**config.mk**
```make
export PLATFORM = sky130hd
export DESIGN_NAME = dac_loop_pattern_gen
export DESIGN_NICKNAME = d
export VERILOG_FILES = /design/src/rtl/dac_loop_pattern_gen.sv
export SDC_FILE = /design/constraint.sdc
export NUM_CORES = 1
export LEC_CHECK = 0
export BUFFER_PORTS_ARGS = -buffer_cell sky130_fd_sc_hd__buf_2
export CAP_MARGIN = 20
export CORE_MARGIN = 2
export CORE_UTILIZATION = 45
export DETAILED_ROUTE_END_ITERATION = 16
export HOLD_SLACK_MARGIN = 0.02
export SKIP_LAST_GASP = 1
export SLEW_MARGIN = 20
export SYNTH_ARGS = -nofsm -noshare
export SYNTH_HDL_FRONTEND = slang
export SYNTH_SLANG_ARGS = --single-unit
```
**constraint.sdc**
```tcl
create_clock -name clk -period 2.7 [get_ports clk]
set_input_delay 0.405 -clock clk [delete_from_list [all_inputs] [get_ports clk]]
set_output_delay 0.405 -clock clk [all_outputs]
set_load 0.005 [all_outputs]
```
**src/rtl/dac_loop_pattern_gen.sv**
```systemverilog
module dac_loop_pattern_gen #(
  parameter int DATA_W = 12,
  parameter int SLOTS  = 8,
  parameter int ADDR_W = 9,
  parameter int BYTE_W = 8,
  parameter logic [8:0] CFG_ADDR  = 9'h104,
  parameter logic [8:0] SLOT_BASE = 9'h11F
) (
  input  logic              clk,
  input  logic              rst_n,
  input  logic              wr_en,
  input  logic [ADDR_W-1:0] wr_addr,
  input  logic [BYTE_W-1:0] wr_data,
  input  logic [DATA_W-1:0] tx_a_in,
  input  logic [DATA_W-1:0] tx_b_in,
  output logic [DATA_W-1:0] dac_a_out,
  output logic [DATA_W-1:0] dac_b_out
);
  localparam int NCH   = 2;
  localparam int IDX_W = $clog2(SLOTS);
  localparam int SPAN  = 2 * SLOTS;
  localparam int HI_W  = DATA_W - BYTE_W;

  logic [NCH-1:0]                          run;
  logic [NCH-1:0][SLOTS-1:0][DATA_W-1:0]   slot_q;
  logic [NCH-1:0][IDX_W-1:0]               idx_q;
  logic [NCH-1:0][DATA_W-1:0]              live;
  logic [NCH-1:0][DATA_W-1:0]              out_q;

  assign live      = {tx_b_in, tx_a_in};
  assign dac_a_out = out_q[0];
  assign dac_b_out = out_q[1];

  always_ff @(posedge clk) begin
    if (!rst_n)
      run <= '0;
    else if (wr_en && wr_addr == ADDR_W'(CFG_ADDR))
      run <= wr_data[NCH-1:0];
  end

  for (genvar ch = 0; ch < NCH; ch++) begin : g_ch
    localparam logic [ADDR_W-1:0] CH_BASE = ADDR_W'(SLOT_BASE) + ADDR_W'(ch * SPAN);

    logic [ADDR_W-1:0] ofs;
    logic              hit;
    logic [IDX_W-1:0]  sel;

    assign ofs = wr_addr - CH_BASE;
    assign hit = wr_en && (ofs < ADDR_W'(SPAN));
    assign sel = ofs[IDX_W:1];

    always_ff @(posedge clk) begin
      for (int s = 0; s < SLOTS; s++) begin
        if (!rst_n)
          slot_q[ch][s] <= '0;
        else if (hit && sel == IDX_W'(s)) begin
          if (ofs[0])
            slot_q[ch][s][DATA_W-1:BYTE_W] <= wr_data[HI_W-1:0];
          else
            slot_q[ch][s][BYTE_W-1:0] <= wr_data;
        end
      end
    end

    always_ff @(posedge clk) begin
      if (!rst_n || !run[ch])
        idx_q[ch] <= '0;
      else
        idx_q[ch] <= (idx_q[ch] == IDX_W'(SLOTS - 1)) ? '0 : idx_q[ch] + 1'b1;
    end

    always_ff @(posedge clk) begin
      if (!rst_n)
        out_q[ch] <= '0;
      else
        out_q[ch] <= run[ch] ? slot_q[ch][idx_q[ch]] : live[ch];
    end
  end
endmodule

```
==> results_dict.tcl <==
set metrics [dict create \
    synth_edf_count 0 \
    finalSetupViolations 0 \
    worst_pin_slew_ns 1.03 \
    status "finished, final reports clean" \
    clkTransAtPathRegs_ns 0.06 \
    tns_ns 0 \
    cp.required_ns 3.07 \
    chipWidth_um 153 \
    switching_share_pct 21.9 \
    grt-ovfl-total 0 \
    netlist_instances 905 \
    areaGrowthSynthToFinish_pct 14.9 \
    synth_nets 955 \
    path_class "in -> reg" \
    p_switching_uw 1510 \
    drive_above_1_share_pct 23.1 \
    coreArea_um2 21800 \
    grt.total_usage_pct 19.6 \
    crit_chain "buf_2 -> ha_1 -> or2_2 -> o21ai_0 -> a32oi_2 -> nor2_1 -> mux2i_1" \
    hold_depth 2 \
    synth_area_leader_cell "dfxtp_1" \
    htreeDepth 1 \
    final-max-slew-violation-count 0 \
    hold_viol_final 0 \
    p_int_uw 5370 \
    cts.sinks 224 \
    hold_class "in -> reg" \
    setup.worst_path.start_class "input port" \
    gp_congestion 0.752 \
    hold_buffers 0 \
    drcViolationCount 0 \
    cp-end-kind "flop" \
    ys_types 39 \
    io_pins 68 \
    netlist_area_um2 10000 \
    start_util_pct 45.8 \
    cts_tree "yes" \
    drv_cap 0 \
    antenna_left 0 \
    grt_first_pass_wirelength_mm 37.2 \
    ir_drop_uv 300 \
    clock_power_share_pct 47.0 \
    fmaxAchievable_mhz 466 \
    cp_max_fo 9 \
    p_leak_uw 0.00409 \
    clock-root-buffer "clkbuf_16" \
    vias 6752 \
    slew_headroom_pct 31.6 \
    combPwrFrac_pct 4.5 \
    drt_iter0_markers 452 \
    min_period_over_period_pct 79.5 \
    clk_latency_ns 0.51 \
    min_period_ns 2.15 \
    synth-seq-cells 224 \
    ys_warn_count 0 \
    rows 54 \
    routedWlPerCell_um 18.1 \
    antennaDiodeCount 0 \
    synthMostInstantiatedCell "nand2_1" \
    wirelength_mm 22.9 \
    vias_per_cell 5.36 \
    antenna_found_initial 0 \
    synth_async_sr_flop_share_pct 0 \
    p_seq_share_pct 48.5 \
    rsz0062_at_grt "false" \
    avgSynthCellArea_um2 11.1 \
    die_h_um 153 \
    synth_top_area_share_pct 44.8 \
    rr_worst_depth 5 \
    utilization_pct 52.7 \
    grt_pass1_vias 6739 \
    fin_skew_ns 0.0101 \
    ctsResizeCount 0 \
    crit_slowest_cell "a32oi_2" \
    dieArea_um2 23400 \
    yosys-top-cells-area "dfxtp_1 45%, mux2i_1 22%, mux4_2 11%" \
    ctsLongestPathBuffers 3 \
    seq_area_frac_synth_pct 44.8 \
    cp_slowest_stage_delay_ns 0.84 \
    grt_max_degree 110 \
    cts_setup_buffers 0 \
    nNetsFinal 1015 \
    synth_common_cells "234 x nand2_1, 224 x dfxtp_1, 219 x mux2i_1" \
    cts_buffers 24 \
    dp_hpwl_mm 14.7 \
    worstPathArrival_ns 2.52 \
    io_buffers 67 \
    firstDrtPassIters 5 \
    synthFlopType "dfxtp_1" \
    power_density_nw_per_um2 598 \
]
==> worst max-delay path: cells and delay by family <==
kind | cells | cell delay, ns
multiplexers | 1 | 0.19
buffers and inverters | 1 | 0.14
AND/OR/NAND/NOR | 2 | 0.47
adder cells (fa/ha/maj) | 1 | 0.34
AO/OA/AOI/OAI | 2 | 0.97
==> power groups by stage <==
stage	Clock, µW	Sequential, µW	Combinational (µW)
finish	3230	3330	311
global route	3440	3330	340
detailed placement	0	3400	314
global placement	0	3400	316
floorplan	0	3410	187
CTS	3300	3330	315
==> routing by layer <==
layer | GRT usage, % | vias to the layer above | share of wire [%]
met4 | 3.31 | 0 | 0.90
met1 | 28.9 | 3301 | 50
met5 | 0 | - | 0
met3 | 2.81 | 17 | 4.5
met2 | 31.2 | 152 | 44
li1 | - | 3282 | -
==> state kept, by name, indices dropped and copies added (netlist names) <==
name,cells
dac_a_out,12
dac_b_out,12
idx_q,6
run,2
slot_q,192
==> cell families (layout without fill, tap and decap cells) <==
logic type	count (synthesis)	count (layout)	share of synthesized area [%]
adders and majority gates	6	6	0.751
and+or+nand+nor	298	298	14.8
buffers and inverters	74	149	3.16
AOI/OAI and AO/OA	36	36	3.70
DFF	224	224	44.8
muxes	267	267	32.7
==> final timing paths <==
| kind | startpoint | to | slack, ns |
|---|---|---|---|
| worst max-delay path | wr_addr[1] | slot_q[59]$_SDFFE_PN0P_ | 0.55 |
| worst min-delay path | tx_a_in[7] | dac_a_out[7]$_SDFF_PN0_ | 0.12 |
| worst max register to register | idx_q[3]$_SDFF_PP0_ | dac_b_out[4]$_SDFF_PN0_ | 0.65 |
| worst min register to register | slot_q[122]$_SDFFE_PN0P_ | slot_q[122]$_SDFFE_PN0P_ | 0.45 |
==> layout make-up <==
type | instances | area (µm²)
inverter | 4 | 15.0
multi-input combinational | 607 | 5200
sequential | 224 | 4490
fill | 1943 | 10300
clock buffer | 35 | 723
tap | 280 | 350
timing repair buffer | 104 | 657
clock inverter | 6 | 60.1
==> through the flow <==
stage | std cells | setup slack, ns | instance area (µm²) | total power (µW) | hold WS [ns]
floorplan | 905 | 0.222 | 10000 | 3590 | 0.432
global placement | 1219 | 0.0260 | 10700 | 3720 | 0.439
detailed placement | 1219 | 0.0207 | 10700 | 3720 | 0.444
CTS | 1260 | 0.554 | 11500 | 6950 | 0.0996
global route | 1260 | 0.295 | 11500 | 7110 | 0.113
finish | 1260 | 0.553 | 11500 | 6870 | 0.116
==> layout by cell type, fill, tap and decap left out, drive strengths merged, types with 3 or more instances in the layout <==
cell	n
o211a	24
ha	6
nand2	234
mux2i	219
dfxtp	224
inv	4
clkbuf	35
and2	5
nor2b	3
nor2	23
clkinv	3
buf	104
o31ai	4
nor4	5
mux4	48
nor3	18
No activity file was read; power rests on OpenSTA's default activity.
